**config.mk**
```make
export PLATFORM = sky130hd
export DESIGN_NAME = supply_seq
export DESIGN_NICKNAME = d
export VERILOG_FILES = /design/src/rtl/sseq_pkg.sv /design/src/rtl/sseq_timer_fsm.sv /design/src/rtl/sseq_rst_filter.sv /design/src/rtl/sseq_chan_mux.sv /design/src/rtl/supply_seq.sv
export SDC_FILE = /design/constraint.sdc
export NUM_CORES = 1
export LEC_CHECK = 0
export BUFFER_PORTS_ARGS = -buffer_cell sky130_fd_sc_hd__buf_2
export CAP_MARGIN = 15
export CORE_MARGIN = 2
export CORE_UTILIZATION = 30
export CTS_CLUSTER_DIAMETER = 120
export DETAILED_ROUTE_END_ITERATION = 10
export PLACE_DENSITY = 0.57
export SLEW_MARGIN = 20
export SYNTH_ARGS = -nofsm -noshare
export SYNTH_HDL_FRONTEND = slang
export SYNTH_SLANG_ARGS = --single-unit
export TNS_END_PERCENT = 30
```
**constraint.sdc**
```tcl
create_clock -name clk -period 4.35 [get_ports clk]
set_input_delay 0.2175 -clock clk [delete_from_list [all_inputs] [get_ports clk]]
set_output_delay 0.2175 -clock clk [all_outputs]
set_load 0.01 [all_outputs]
```
**src/rtl/sseq_pkg.sv**
```systemverilog
package sseq_pkg;

  typedef enum logic [2:0] {
    ST_OFF   = 3'd0,
    ST_CAPT  = 3'd1,
    ST_CPW   = 3'd2,
    ST_HOLD  = 3'd3,
    ST_EMPTY = 3'd4,
    ST_RUN   = 3'd5
  } seq_state_e;

  localparam logic [1:0] CODE_NONE = 2'b00;

  function automatic logic code_has_b(input logic [1:0] code);
    return code != CODE_NONE;
  endfunction

  function automatic logic code_has_c(input logic [1:0] code);
    return code[1];
  endfunction

endpackage

```
**src/rtl/sseq_timer_fsm.sv**
```systemverilog
module sseq_timer_fsm
  import sseq_pkg::*;
#(
  parameter int STEP_TICKS  = 10,
  parameter int REL_TICKS   = 120,
  parameter int EMPTY_TICKS = 300
) (
  input  logic       clk,
  input  logic       rst_n,
  input  logic       tick_i,
  input  logic       vm_hi_i,
  input  logic       vm_lo_i,
  input  logic [1:0] sel_code_i,
  output seq_state_e state_o,
  output logic [1:0] code_o,
  output logic       c_due_o
);

  localparam int MAX_T = (EMPTY_TICKS > REL_TICKS) ?
                         ((EMPTY_TICKS > STEP_TICKS) ? EMPTY_TICKS : STEP_TICKS) :
                         ((REL_TICKS > STEP_TICKS) ? REL_TICKS : STEP_TICKS);
  localparam int CNT_W = $clog2(MAX_T + 1);
  localparam logic [CNT_W-1:0] STEP_LAST  = CNT_W'(STEP_TICKS - 1);
  localparam logic [CNT_W-1:0] REL_LAST   = CNT_W'(REL_TICKS - 1);
  localparam logic [CNT_W-1:0] EMPTY_LAST = CNT_W'(EMPTY_TICKS - 1);
  localparam logic [CNT_W-1:0] STEP_CNT   = CNT_W'(STEP_TICKS);

  seq_state_e       st_q;
  logic [CNT_W-1:0] cnt_q;
  logic [1:0]       code_q;
  logic             cap_done_q;

  always_ff @(posedge clk or negedge rst_n) begin
    if (!rst_n) begin
      st_q       <= ST_OFF;
      cnt_q      <= '0;
      code_q     <= CODE_NONE;
      cap_done_q <= 1'b0;
    end else if (vm_lo_i) begin
      st_q  <= ST_OFF;
      cnt_q <= '0;
    end else begin
      unique case (st_q)
        ST_OFF: begin
          if (vm_hi_i) begin
            cnt_q <= '0;
            if (!cap_done_q)                 st_q <= ST_CAPT;
            else if (code_has_b(code_q))     st_q <= ST_CPW;
            else                             st_q <= ST_EMPTY;
          end
        end
        ST_CAPT: begin
          code_q     <= sel_code_i;
          cap_done_q <= 1'b1;
          cnt_q      <= '0;
          st_q       <= code_has_b(sel_code_i) ? ST_CPW : ST_EMPTY;
        end
        ST_CPW: begin
          if (tick_i) begin
            if (cnt_q == STEP_LAST) begin
              st_q  <= ST_HOLD;
              cnt_q <= '0;
            end else begin
              cnt_q <= cnt_q + 1'b1;
            end
          end
        end
        ST_HOLD: begin
          if (tick_i) begin
            if (cnt_q == REL_LAST) begin
              st_q  <= ST_RUN;
              cnt_q <= '0;
            end else begin
              cnt_q <= cnt_q + 1'b1;
            end
          end
        end
        ST_EMPTY: begin
          if (tick_i) begin
            if (cnt_q == EMPTY_LAST) begin
              st_q  <= ST_RUN;
              cnt_q <= '0;
            end else begin
              cnt_q <= cnt_q + 1'b1;
            end
          end
        end
        default: st_q <= ST_RUN;
      endcase
    end
  end

  assign state_o = st_q;
  assign code_o  = code_q;
  assign c_due_o = (st_q == ST_HOLD) && (cnt_q >= STEP_CNT) && code_has_c(code_q);

  AST_CODE_ONCE: assert property (@(posedge clk) disable iff (!rst_n)
    (cap_done_q && $past(cap_done_q)) |-> $stable(code_q));

  AST_TIMER_FROZEN: assert property (@(posedge clk) disable iff (!rst_n)
    (!tick_i && !vm_lo_i && (st_q == ST_CPW || st_q == ST_HOLD || st_q == ST_EMPTY))
      |=> $stable(cnt_q));

endmodule

```
**src/rtl/sseq_rst_filter.sv**
```systemverilog
module sseq_rst_filter #(
  parameter int DG_CYC   = 4,
  parameter int ADLY_CYC = 8
) (
  input  logic clk,
  input  logic rst_n,
  input  logic ext_rst_n_i,
  input  logic dly_opt_i,
  output logic ext_act_o
);

  localparam int DG_W = $clog2(DG_CYC + 1);
  localparam int AD_W = $clog2(ADLY_CYC + 1);
  localparam logic [DG_W-1:0] DG_LAST = DG_W'(DG_CYC - 1);
  localparam logic [AD_W-1:0] AD_LAST = AD_W'(ADLY_CYC - 1);

  logic [DG_W-1:0] dg_q;
  logic [AD_W-1:0] ad_q;
  logic            hit_q;
  logic            late_q;

  always_ff @(posedge clk or negedge rst_n) begin
    if (!rst_n) begin
      dg_q   <= '0;
      ad_q   <= '0;
      hit_q  <= 1'b0;
      late_q <= 1'b0;
    end else if (ext_rst_n_i) begin
      dg_q   <= '0;
      ad_q   <= '0;
      hit_q  <= 1'b0;
      late_q <= 1'b0;
    end else begin
      if (!hit_q) begin
        if (dg_q == DG_LAST) hit_q <= 1'b1;
        else                 dg_q  <= dg_q + 1'b1;
      end else if (!late_q) begin
        if (ad_q == AD_LAST) late_q <= 1'b1;
        else                 ad_q   <= ad_q + 1'b1;
      end
    end
  end

  assign ext_act_o = dly_opt_i ? late_q : hit_q;

  AST_DEGLITCH_LOW: assert property (@(posedge clk) disable iff (!rst_n)
    $rose(hit_q) |-> $past(!ext_rst_n_i));

  AST_DELAY_AFTER_HIT: assert property (@(posedge clk) disable iff (!rst_n)
    $rose(late_q) |-> $past(hit_q));

endmodule

```
**src/rtl/sseq_chan_mux.sv**
```systemverilog
module sseq_chan_mux
  import sseq_pkg::*;
#(
  parameter int NCH = 3
) (
  input  logic           clk,
  input  logic           rst_n,
  input  seq_state_e     state_i,
  input  logic [1:0]     code_i,
  input  logic           c_due_i,
  input  logic           reg_load_i,
  input  logic [NCH-1:0] reg_en_i,
  input  logic           a_ctl_i,
  output logic [NCH-1:0] en_o,
  output logic           ldo_o,
  output logic           cp_o
);

  logic [NCH-1:0] reg_q;
  logic           reg_mode_q;
  logic           a_ctl_q;
  logic           run;
  logic [NCH-1:0] seq_en;

  always_ff @(posedge clk or negedge rst_n) begin
    if (!rst_n) begin
      reg_q      <= '0;
      reg_mode_q <= 1'b0;
      a_ctl_q    <= 1'b1;
    end else begin
      a_ctl_q <= a_ctl_i;
      if (reg_load_i) begin
        reg_q      <= reg_en_i;
        reg_mode_q <= 1'b1;
      end
    end
  end

  assign run  = (state_i == ST_RUN);
  assign cp_o = (state_i != ST_OFF) && (state_i != ST_CAPT);

  for (genvar i = 0; i < NCH; i++) begin : g_ch
    if (i == 0) begin : g_a
      assign seq_en[i] = 1'b0;
      assign en_o[i]   = run && reg_mode_q && reg_q[i] && !a_ctl_q;
    end else if (i == 1) begin : g_b
      assign seq_en[i] = ((state_i == ST_HOLD) || run) && code_has_b(code_i);
      assign en_o[i]   = (run && reg_mode_q) ? reg_q[i] : seq_en[i];
    end else begin : g_c
      assign seq_en[i] = c_due_i || (run && code_has_c(code_i));
      assign en_o[i]   = (run && reg_mode_q) ? reg_q[i] : seq_en[i];
    end
  end

  assign ldo_o = en_o[1];

  AST_A_GATED: assert property (@(posedge clk) disable iff (!rst_n)
    a_ctl_q |-> !en_o[0]);

  AST_C_AFTER_B: assert property (@(posedge clk) disable iff (!rst_n)
    (!run && en_o[2]) |-> en_o[1]);

endmodule

```
**src/rtl/supply_seq.sv**
```systemverilog
module supply_seq
  import sseq_pkg::*;
#(
  parameter int STEP_TICKS  = 10,
  parameter int REL_TICKS   = 120,
  parameter int EMPTY_TICKS = 300,
  parameter int DG_CYC      = 4,
  parameter int ADLY_CYC    = 8,
  parameter int NCH         = 3
) (
  input  logic           clk,
  input  logic           rst_n,
  input  logic           tick_i,
  input  logic           vm_hi_i,
  input  logic           vm_lo_i,
  input  logic [1:0]     sel_code_i,
  input  logic           ext_rst_n_i,
  input  logic           dly_opt_i,
  input  logic           reg_load_i,
  input  logic [NCH-1:0] reg_en_i,
  input  logic           a_ctl_i,
  output logic           cp_en_o,
  output logic [NCH-1:0] dcdc_en_o,
  output logic           ldo_en_o,
  output logic           mask_o,
  output logic           nreset_o
);

  seq_state_e state;
  logic [1:0] code;
  logic       c_due;
  logic       ext_act;

  sseq_timer_fsm #(
    .STEP_TICKS (STEP_TICKS),
    .REL_TICKS  (REL_TICKS),
    .EMPTY_TICKS(EMPTY_TICKS)
  ) u_fsm (
    .clk       (clk),
    .rst_n     (rst_n),
    .tick_i    (tick_i),
    .vm_hi_i   (vm_hi_i),
    .vm_lo_i   (vm_lo_i),
    .sel_code_i(sel_code_i),
    .state_o   (state),
    .code_o    (code),
    .c_due_o   (c_due)
  );

  sseq_rst_filter #(
    .DG_CYC  (DG_CYC),
    .ADLY_CYC(ADLY_CYC)
  ) u_filt (
    .clk        (clk),
    .rst_n      (rst_n),
    .ext_rst_n_i(ext_rst_n_i),
    .dly_opt_i  (dly_opt_i),
    .ext_act_o  (ext_act)
  );

  sseq_chan_mux #(
    .NCH(NCH)
  ) u_mux (
    .clk       (clk),
    .rst_n     (rst_n),
    .state_i   (state),
    .code_i    (code),
    .c_due_i   (c_due),
    .reg_load_i(reg_load_i),
    .reg_en_i  (reg_en_i),
    .a_ctl_i   (a_ctl_i),
    .en_o      (dcdc_en_o),
    .ldo_o     (ldo_en_o),
    .cp_o      (cp_en_o)
  );

  assign nreset_o = (state == ST_RUN) && !ext_act;
  assign mask_o   = (state != ST_RUN) || ext_act;

  AST_PUMP_FIRST: assert property (@(posedge clk) disable iff (!rst_n)
    (|dcdc_en_o) |-> cp_en_o);

  AST_BROWNOUT_OFF: assert property (@(posedge clk) disable iff (!rst_n)
    vm_lo_i |=> (!nreset_o && !cp_en_o && (dcdc_en_o == '0) && !ldo_en_o));

  AST_MASK_IN_RESET: assert property (@(posedge clk) disable iff (!rst_n)
    !nreset_o |-> mask_o);

endmodule

```
==> flow_summary_export.csv, run 1 <==
group,metric,value,unit
outcome,status,"completed",
grt,gr-total-overflow,0,
die,start_util,30.9,%
detailed_routing,first_iter_violations,66,
power,ir_drop,0.245,mV
clock_tree,cts_buffers,5,
detailed_routing,dr.pass1.iters,4,
sta,rsz0062_at_grt,"false",
logic_synthesis,synth_top_family_by_area,"simple AND/OR/NAND/NOR gates",
worst_setup_path,path_max_fanout,5,
finish,design_area,0.00197,mm²
logic_synthesis,synth-async-reset-ratio,100,%
logic_synthesis,synth_edf_count,0,
worst_setup_path,reg2regPathDepth,6,
logic_synthesis,synth_cell_types,44,
hold_path,worstHoldPathCells,1,
sta,tightest_slew,0.713,ns
sta,fin_crit,2.20,ns
detailed_routing,avgRoutedWirePerCell,13.5,µm
die,row_count,27,
clock_tree,cts-root-buf,"clkbuf_8",
finish,regArea,727,µm²
worst_setup_path,criticalPathCategory,"reg -> reg",
worst_setup_path,reg2reg_from,"u_fsm.cnt_q[0]$_DFFE_PN0P_",
logic_synthesis,synth_area_leader_cell,"dfrtp_1",
logic_synthesis,syn_area,0.00170,mm²
finish,fillCellCount,566,
clock_tree,clk_pin_slew,0.07,ns
logic_synthesis,synthSimpleGateAreaFrac,23.4,%
worst_setup_path,r2r_slack,2.15,ns
worst_setup_path,critical_path_required,4.50,ns
finish,multi_input_area,910,µm²
worst_setup_path,r2r_end,"u_fsm.state_o[2]$_DFFE_PN0P_",
logic_synthesis,synth_compound_area_share,17.0,%
sta,setup_viol,0,
logic_synthesis,ys_warn_count,0,
worst_setup_path,critPathCaptureType,"flop",
clock_tree,post_cts_buffers,0,
logic_synthesis,synth_xor_area_share,2.06,%
placed_design,placed_area,0.00186,mm²
logic_synthesis,synthMuxAreaShare,6.61,%
logic_synthesis,synthesis.instances,171,
detailed_routing,vias_per_cell,4.95,
sta,hold_viol_final,0,
clock_tree,cts_htree_levels,2,
hold_path,whs_endpoint,"u_mux.a_ctl_q$_DFF_PN1_",
die,io_pins,21,
die,die_area,0.00629,mm²
placed_design,hpwl,2.61,mm
placed_design,io_buffers,20,
detailed_routing,routed_wl,3.59,mm
grt,grt_use_total,12.5,%
sta,slew_headroom,52.1,%
logic_synthesis,synth_area_leaders,"dfrtp_1 41%, ha_1 4.4%, nor2_1 4.2%",
grt,grt_pass1_vias,1338,
clock_tree,clock_sinks,29,
grt,antenna_found_initial,0,
sta,fin_crit_sh,50.7,%
finish,drive_above_1_share,24.6,%
logic_synthesis,synth-main-ff-cell,"dfrtp_1",
logic_synthesis,synthAdderAreaFrac,4.41,%
sta,finalClockSkew,0.00684,ns
die,dieWidth,79.3,µm
grt,grt_pass1_wl,6.20,mm
hold_path,hp-class,"in -> reg",
clock_tree,clk_latency,0.27,ns
clock_tree,cts_tree,"built",
finish,layout.nets,214,
detailed_routing,postRouteAntennaNets,0,
logic_synthesis,avgSynthCellArea,9.96,µm²
finish,syn2layout_area_growth,15.7,%
logic_synthesis,syn_nets,191,
sta,fin_tns_setup,0,ns
logic_synthesis,synth_top_area_share,41.1,%
detailed_routing,vias,1321,
hold_path,holdCritStartpoint,"a_ctl_i",
grt,grt_max_degree,30,
die,core_region_area,0.00551,mm²
sta,fmax,0.454,GHz
die,die_h,79.3,µm
power,total_power,931,µW
sta,slew_violations,0,
run,maxCapViolCount,0,
clock_tree,cts_buffer_depth,2,
placed_design,gp_congestion,0.719,
worst_setup_path,cp-start-kind,"flop",
detailed_routing,drc,0,
finish,finish.utilization,35.8,%
logic_synthesis,synth_seq_cells,29,
power,leakagePower,0.000880,µW
power,power.density,473,mW/mm²
worst_setup_path,arrival,2.35,ns
logic_synthesis,ys_seq_area_share,42.7,%
finish,diodes,0,
state kept, by name (all words and copies together), names as in the netlist, 2 cells and up:
name / flops
u_filt.dg_q: 3
u_mux.reg_q: 3
u_fsm.state_o: 3
u_fsm.code_o: 2
u_filt.ad_q: 4
u_fsm.cnt_q: 9
area by class of cell:
cell class,instances,share of cell area (%)
Inverter,10,1.90
Timing Repair Buffer,21,5.59
Clock inverter,2,0.698
Tap cell,72,4.57
Sequential cell,29,36.9
Multi-Input combinational cell,127,46.2
Clock buffer,6,4.19
through the flow:
| step | std cells | setup slack [ns] | hold WS, ns |
|---|---|---|---|
| floorplan | 171 | 2.33 | -0.0781 |
| global placement | 258 | 2.16 | 0.299 |
| detailed placement | 258 | 2.18 | 0.294 |
| CTS | 267 | 2.15 | 0.0373 |
| global route | 267 | 2.06 | 0.0245 |
| finish | 267 | 2.15 | 0.0439 |
worst max path at each step:
stage                     slack, ns  depth (start not counted)                       start                            to
after floorplan                2.33                          6  u_fsm.cnt_q[0]$_DFFE_PN0P_  u_fsm.state_o[2]$_DFFE_PN0P_
after global placement         2.16                          6  u_fsm.cnt_q[1]$_DFFE_PN0P_  u_fsm.state_o[2]$_DFFE_PN0P_
after detailed placement       2.18                          6  u_fsm.cnt_q[0]$_DFFE_PN0P_  u_fsm.state_o[2]$_DFFE_PN0P_
after CTS                      2.15                          6  u_fsm.cnt_q[0]$_DFFE_PN0P_  u_fsm.state_o[2]$_DFFE_PN0P_
after global routing           2.06                          5  u_fsm.cnt_q[3]$_DFFE_PN0P_    u_fsm.cnt_q[3]$_DFFE_PN0P_
final                          2.15                          6  u_fsm.cnt_q[0]$_DFFE_PN0P_  u_fsm.state_o[2]$_DFFE_PN0P_
kinds of logic (layout without fill, tap and decap cells):
| kind of cell | count (synthesis) | count (layout) |
|---|---|---|
| xor+xnor | 4 | 4 |
| buf+inv | 15 | 39 |
| simple gates | 72 | 72 |
| flops | 29 | 29 |
| fa+ha+maj | 6 | 6 |
| compound gates | 35 | 35 |
| mux | 10 | 10 |
Yosys cell counts (all sizes together) (2+ instances only):
master / count
a221o: 3
buf: 5
and4b: 2
mux2i: 3
nor2b: 4
a211oi: 3
a221oi: 2
ha: 6
nand3: 4
nor2: 20
a22o: 5
mux2: 7
o21ai: 13
or2: 3
a311oi: 2
a21oi: 4
nand2: 12
nand4: 3
xnor2: 3
inv: 10
and3: 2
nand2b: 2
nor4b: 2
dfrtp: 28
nor3: 13
report_power, final:
part | internal [µW] | switching [µW] | leakage [µW]
sequential | 315 | 56.8 | 0.000374
clock | 128 | 104 | 0.0000512
combinational | 142 | 186 | 0.000455
layer usage:
metal / GRT usage (%) / wire [µm]
met5: 0 / 0
met4: 3.28 / 17
met3: 2.84 / 116
met2: 18.7 / 1630
met1: 18.1 / 1830
worst max-delay path, stage by stage, from the launching register on:
cell	delay [ns]
dfrtp_1	0.42
ha_1	0.27
and4b_1	0.22
a211oi_2	0.33
nor3_1	0.12
a221o_1	0.41
mux2_4	0.32
layout by cell type, fill, tap and decap left out, types with 4 or more instances in the layout:
| cell | count |
|---|---|
| a21oi_1 | 4 |
| a22o_1 | 5 |
| buf_2 | 20 |
| clkbuf_8 | 6 |
| dfrtp_1 | 28 |
| ha_1 | 6 |
| inv_1 | 10 |
| mux2_2 | 6 |
| nand2_1 | 12 |
| nand3_1 | 4 |
| nor2_1 | 19 |
| nor2b_1 | 4 |
| nor3_1 | 13 |
| o21ai_0 | 10 |
what timing repair did:
| action | CTS | global route |
|---|---|---|
| hold endpoints to repair | 9 | 0 |
| setup endpoints to repair | 0 | 0 |
| gates resized for setup | 0 | 0 |
| hold buffers | 1 | 0 |
Note: power is estimated with default switching activity, not from simulation.
==> inputs of run 2 (changes only) <==
--- a/config.mk
+++ b/config.mk
@@ -11,7 +11,7 @@
 export CORE_UTILIZATION = 30
 export CTS_CLUSTER_DIAMETER = 120
 export DETAILED_ROUTE_END_ITERATION = 10
-export PLACE_DENSITY = 0.57
+export PLACE_DENSITY = 0.58
 export SLEW_MARGIN = 20
 export SYNTH_ARGS = -nofsm -noshare
 export SYNTH_HDL_FRONTEND = slang
==> constraint.sdc (replaced) <==
create_clock -name clk -period 2 [get_ports clk]
set_input_delay 0.1 -clock clk [delete_from_list [all_inputs] [get_ports clk]]
set_output_delay 0.1 -clock clk [all_outputs]
set_load 0.01 [all_outputs]
==> flow_summary_export.csv, run 2 (same netlist as run 1, synthesis figures left out) <==
group,metric,value,unit
sta,fin_worst_hold_slack,0.0510,ns
finish,top_register,"u_fsm.cnt_q",
die,dieWidth,79.3,µm
grt,grt_use_total,13.6,%
grt,grt_pass1_vias,1369,
worst_setup_path,r2r_end,"u_fsm.state_o[2]$_DFFE_PN0P_",
power,power_frac_seq,32.7,%
die,core_region_area,0.00551,mm²
placed_design,hpwl,2.82,mm
power,clkPwrFrac,27.3,%
detailed_routing,drc,0,
worst_setup_path,reg2regPathDepth,6,
power,p_sw,826,µW
detailed_routing,vias_per_cell,4.86,
detailed_routing,avgRoutedWirePerCell,13.2,µm
clock_tree,clock_sinks,29,
worst_setup_path,r2r_slack,0.03,ns
finish,mostFrequentLayoutCells,"28 x dfrtp_1, 24 x buf_4, 20 x buf_2",
worst_setup_path,cp-start-kind,"flop",
die,die_area,0.00629,mm²
power,p_comb_share,40.0,%
sta,fmax,0.506,GHz
finish,fillCellCount,535,
detailed_routing,first_iter_violations,96,
clock_tree,cts_htree_levels,2,
sta,slew_violations,0,
placed_design,io_buffers,20,
die,start_util,30.9,%
clock_tree,clk_latency,0.28,ns
finish,largest_reg_flops,9,
sta,fin_ws,0.0253,ns
finish,diodes,0,
hold_path,hp-class,"in -> reg",
sta,rsz0062_at_grt,"true",
power,ir_drop,0.518,mV
sta,setup_viol,0,
power,switching_share,34.9,%
hold_path,holdCritStartpoint,"reg_en_i[1]",
worst_setup_path,critPathCaptureType,"flop",
die,die_h,79.3,µm
worst_setup_path,reg2reg_from,"u_fsm.cnt_q[0]$_DFFE_PN0P_",
worst_setup_path,worstPathCellList,"ha_1, and4_1, a211oi_4, nor3_2, a221o_1, mux2_4",
detailed_routing,vias,1418,
worst_setup_path,critPathCapture,"u_fsm.state_o[2]$_DFFE_PN0P_",
power,p_int,1540,µW
grt,antenna_found_initial,0,
detailed_routing,postRouteAntennaNets,0,
clock_tree,cts_buffer_depth,2,
sta,tightest_slew,0.665,ns
die,io_pins,21,
finish,syn2layout_area_growth,29.4,%
finish,reg_top3,"u_fsm.cnt_q x9, u_filt.ad_q x4",
grt,grt_pass1_wl,6.66,mm
die,row_count,27,
placed_design,gp_congestion,0.795,
sta,fin_crit,1.97,ns
worst_setup_path,criticalPathCategory,"reg -> reg",
detailed_routing,dr.pass1.iters,4,
finish,layout.nets,239,
run,maxCapViolCount,0,
clock_tree,cts-root-buf,"clkbuf_8",
sta,fin_crit_sh,98.7,%
grt,grt_max_degree,30,
placed_design,dp_slack,-0.000195,ns
clock_tree,cts_tree,"built",
sta,slew_headroom,55.7,%
finish,final_common_cell,"dfrtp_1",
worst_setup_path,path_max_fanout,3,
clock_tree,clk_pin_slew,0.07,ns
power,total_power,2370,µW
finish,drive_above_1_share,33.6,%
clock_tree,cts_buffers,5,
worst_setup_path,slowest_delay,0.38,ns
sta,hold_viol_final,0,
worst_setup_path,arrival,2.15,ns
worst_setup_path,cp_slowest_cell,"dfrtp_1",
worst_setup_path,critical_path_required,2.17,ns
detailed_routing,routed_wl,3.86,mm
power,leakagePower,0.00102,µW
outcome,status,"completed",
worst_setup_path,cp-startpoint,"u_fsm.cnt_q[0]$_DFFE_PN0P_",
sta,finalClockSkew,0.00346,ns
grt,gr-total-overflow,0,
power,power.density,1070,mW/mm²
-- run 2: cell types whose count changed in the layout (fill, tap and decap cells not counted), sizes merged --
cell,delta
buf,+24
bufinv,+1
clkinv,-2
clkinvlp,+1
dlygate4sd3,+1
-- run 2: power by group through the flow --
stage / clock network, µW / logic, µW / registers, µW
2_1_floorplan: 0 / 630 / 745
3_3_place_gp: 0 / 920 / 779
3_5_place_dp: 0 / 928 / 780
4_1_cts: 666 / 936 / 771
5_1_grt: 690 / 1060 / 787
6_report: 647 / 946 / 773
-- run 2: through the flow --
step / std cells / util, % / TNS [ns] / instance area (µm²)
floorplan: 171 / - / 0 / 1700
global placement: 281 / 37.0 / 0 / 2040
detailed placement: 281 / 37.0 / -0.000195 / 2040
CTS: 291 / 39.7 / 0 / 2180
global route: 292 / 40.0 / -0.424 / 2200
finish: 292 / 40.0 / 0 / 2200
-- run 2: routing by layer --
layer / GRT usage (%) / part of all wire (%) / vias to the layer above
li1: - / - / 715
met1: 18.8 / 48 / 673
met2: 20.8 / 47 / 26
met3: 4.32 / 4.4 / 4
met4: 3.10 / 0.88 / 0
met5: 0 / 0 / -
-- run 2: area by class of cell --
type	instances	area [µm²]	share of cell area (%)
inverters	10	37.5	1.70
well taps	72	90.1	4.09
flip-flops and latches	29	727	33.0
clock buffers	6	82.6	3.75
multi-input cells	127	928	42.1
repair buffers	46	300	13.6
clock inverters	2	37.5	1.70
-- run 2: worst min path at each step --
| stage | slack (ns) | end | cells after the start |
|---|---|---|---|
| floorplan | -0.20 | u_filt.ad_q[0]$_DFFE_PN0P_ | 0 |
| global placement | 0.18 | u_filt.ad_q[0]$_DFFE_PN0P_ | 1 |
| detailed placement | 0.17 | u_filt.ad_q[0]$_DFFE_PN0P_ | 1 |
| CTS | 0.04 | u_mux.reg_q[2]$_DFFE_PN0P_ | 2 |
| global route | 0.04 | u_mux.reg_q[2]$_DFFE_PN0P_ | 2 |
| finish | 0.05 | u_mux.reg_q[1]$_DFFE_PN0P_ | 2 |
-- run 2: timing repair --
action | in CTS | in global routing
gates resized for setup | 1 | 2
hold buffers | 2 | 0
pin swaps | 0 | 2
buffers inserted | 0 | 1
endpoints found under the hold margin | 29 | 0
gates cloned | 0 | 0
setup endpoints to repair | 2 | 7
-- run 2: critical path: cells and delay by family, from the launching register on --
kind,cells,cell delay (ns)
adders and majority gates,1,0.22
muxes,1,0.31
and+or+nand+nor,2,0.27
AOI/OAI and AO/OA,2,0.69
DFF,1,0.38
==> inputs of run 3 (changes only) <==
--- a/config.mk
+++ b/config.mk
@@ -8,10 +8,11 @@
 export BUFFER_PORTS_ARGS = -buffer_cell sky130_fd_sc_hd__buf_2
 export CAP_MARGIN = 15
 export CORE_MARGIN = 2
-export CORE_UTILIZATION = 30
+export CORE_UTILIZATION = 52
 export CTS_CLUSTER_DIAMETER = 120
 export DETAILED_ROUTE_END_ITERATION = 10
-export PLACE_DENSITY = 0.58
+export PLACE_DENSITY = 0.85
+export REMOVE_ABC_BUFFERS = 1
 export SLEW_MARGIN = 20
 export SYNTH_ARGS = -nofsm -noshare
 export SYNTH_HDL_FRONTEND = slang
==> flow_summary_export.csv, run 3 (same netlist as run 1, synthesis figures left out) <==
group,metric,value,unit
power,p_sw,850,µW
sta,hold_viol_final,0,
placed_design,dp_slack,-0.0956,ns
finish,fillCellCount,248,
grt,grt_use_total,27.0,%
worst_setup_path,reg2reg_from,"u_fsm.cnt_q[1]$_DFFE_PN0P_",
worst_setup_path,worstPathCellList,"ha_2, and4b_1, a211oi_4, nor3_2, a221o_1, mux2_4",
placed_design,dp_cells,247,
finish,regArea,729,µm²
grt,grt_pass1_vias,1553,
detailed_routing,dr.pass1.iters,4,
outcome,status,"finished, violations left",
worst_setup_path,r2r_slack,-0.05,ns
finish,drive_above_1_share,35.2,%
worst_setup_path,critical_path_required,2.23,ns
power,power_frac_seq,33.5,%
worst_setup_path,r2r_end,"u_fsm.state_o[2]$_DFFE_PN0P_",
worst_setup_path,critPathCaptureType,"flop",
sta,tightest_slew,0.630,ns
grt,grt_pass1_wl,7.25,mm
worst_setup_path,path_max_fanout,5,
power,p_comb_share,43.5,%
finish,instances_no_fill,263,
worst_setup_path,cp-start-kind,"flop",
power,leakagePower,0.00100,µW
finish,top_register,"u_fsm.cnt_q",
detailed_routing,first_iter_violations,83,
finish,reg_top3,"u_fsm.cnt_q x9, u_filt.ad_q x4",
power,switching_share,37.3,%
sta,slew_violations,0,
finish,finish.utilization,70.7,%
detailed_routing,avgRoutedWirePerCell,16.7,µm
power,power.density,1050,mW/mm²
finish,largest_reg_flops,9,
die,io_pins,21,
sta,setup_viol,4,
grt,antenna_found_initial,0,
sta,fin_ws,-0.0481,ns
clock_tree,clk_latency,0.34,ns
clock_tree,cts_buffers,5,
worst_setup_path,arrival,2.28,ns
grt,grt_max_degree,30,
die,row_count,20,
worst_setup_path,cp_slowest_cell,"dfrtp_1",
clock_tree,clk_pin_slew,0.10,ns
hold_path,worstHoldPathCells,2,
finish,layout.nets,238,
worst_setup_path,slowest_delay,0.41,ns
placed_design,gp_congestion,0.833,
power,ir_drop,0.611,mV
power,total_power,2280,µW
finish,mostFrequentLayoutCells,"26 x dfrtp_1, 21 x buf_2, 19 x nor2_1, 19 x buf_4, 12 x nand2_1",
outcome,failed_checks,"setup timing",
die,die_h,61.2,µm
sta,slew_headroom,58.0,%
die,start_util,55.3,%
placed_design,io_buffers,20,
sta,fin_crit,2.05,ns
placed_design,hpwl,3.12,mm
worst_setup_path,criticalPathCategory,"reg -> reg",
finish,syn2layout_area_growth,27.8,%
sta,fin_crit_sh,102,%
hold_path,hp-class,"in -> reg",
grt,gr-total-overflow,0,
finish,multi_input_area,967,µm²
hold_path,whs_endpoint,"u_mux.reg_q[0]$_DFFE_PN0P_",
detailed_routing,vias,1578,
clock_tree,clock_sinks,29,
clock_tree,cts_tree,"built",
clock_tree,cts-root-buf,"clkbuf_4",
sta,finalClockSkew,0.00637,ns
detailed_routing,drc,0,
power,clkPwrFrac,22.9,%
detailed_routing,vias_per_cell,6.00,
worst_setup_path,path_buf_inv,0,
sta,fmax,0.488,GHz
worst_setup_path,reg2regPathDepth,6,
clock_tree,cts_buffer_depth,2,
clock_tree,cts_htree_levels,2,
finish,diodes,0,
hold_path,holdCritStartpoint,"reg_en_i[0]",
die,core_region_area,0.00308,mm²
detailed_routing,postRouteAntennaNets,0,
run,maxCapViolCount,0,
die,dieWidth,61.2,µm
worst_setup_path,path_delay_family,"compound AO/OA/AOI/OAI gates",
power,p_int,1430,µW
sta,rsz0062_at_grt,"true",
die,die_area,0.00375,mm²
finish,final_common_cell,"dfrtp_1",
detailed_routing,routed_wl,4.39,mm
sta,fin_worst_hold_slack,0.0119,ns
## run 3: cell types whose count changed in the layout (fill, tap and decap cells not counted), sizes merged
| cell | change |
|---|---|
| buf | -3 |
| dlygate4sd3 | +2 |
## run 3: what timing repair did
item | CTS | global route
resized for setup | 8 | 5
pin swaps | 5 | 2
cloned | 0 | 1
endpoints found under the hold margin | 31 | 0
setup endpoints to repair | 5 | 12
hold buffers | 4 | 0
setup buffers | 0 | 3
## run 3: layer usage
layer  global-route usage [%]  wire (µm)
met4                     10.2        122
met1                     31.4       1810
met2                     47.6       2250
met5                        0          0
met3                     6.72        214
## run 3: worst max path at each step
stage / start / end / slack [ns] / cells past startpoint
after global placement: u_fsm.cnt_q[0]$_DFFE_PN0P_ / u_fsm.state_o[2]$_DFFE_PN0P_ / -0.02 / 6
final: u_fsm.cnt_q[1]$_DFFE_PN0P_ / u_fsm.state_o[2]$_DFFE_PN0P_ / -0.05 / 6
after detailed placement: u_fsm.cnt_q[0]$_DFFE_PN0P_ / u_fsm.state_o[2]$_DFFE_PN0P_ / -0.1 / 6
after CTS: u_fsm.cnt_q[0]$_DFFE_PN0P_ / u_fsm.state_o[2]$_DFFE_PN0P_ / -0.02 / 6
after floorplan: u_fsm.cnt_q[0]$_DFFE_PN0P_ / u_fsm.state_o[2]$_DFFE_PN0P_ / -0.02 / 6
after global routing: u_fsm.cnt_q[0]$_DFFE_PN0P_ / u_fsm.state_o[2]$_DFFE_PN0P_ / -0.09 / 6
## run 3: cell type report
cell class                      count  area share [%]
Sequential cell                    29            33.5
Clock inverter                      2            1.72
Multi-Input combinational cell    127            44.4
Tap cell                           44            2.53
Timing Repair Buffer               45            13.7
Clock buffer                        6            2.36
Inverter                           10            1.72
## run 3: metrics by stage
stage                     area (µm²)  setup TNS (ns)
after CTS                       2130         -0.0243
after floorplan                 1670         -0.0232
after global placement          1960         -0.0183
final                           2180         -0.0801
after detailed placement        1960          -0.184
after global routing            2180          -0.332
## run 3: worst reg2reg max path: stages (launching register included)
cell and delay [ns]:
dfrtp_1 0.41, ha_2 0.20, and4b_1 0.22, a211oi_4 0.31, nor3_2 0.09, a221o_1 0.42
mux2_4 0.31
## run 3: power groups by stage
stage / Sequential [µW] / Combinational [µW] / Clock [µW]
2_1_floorplan: 787 / 555 / 0
3_3_place_gp: 772 / 813 / 0
3_5_place_dp: 779 / 862 / 0
4_1_cts: 775 / 911 / 524
5_1_grt: 778 / 1080 / 559
6_report: 764 / 992 / 523
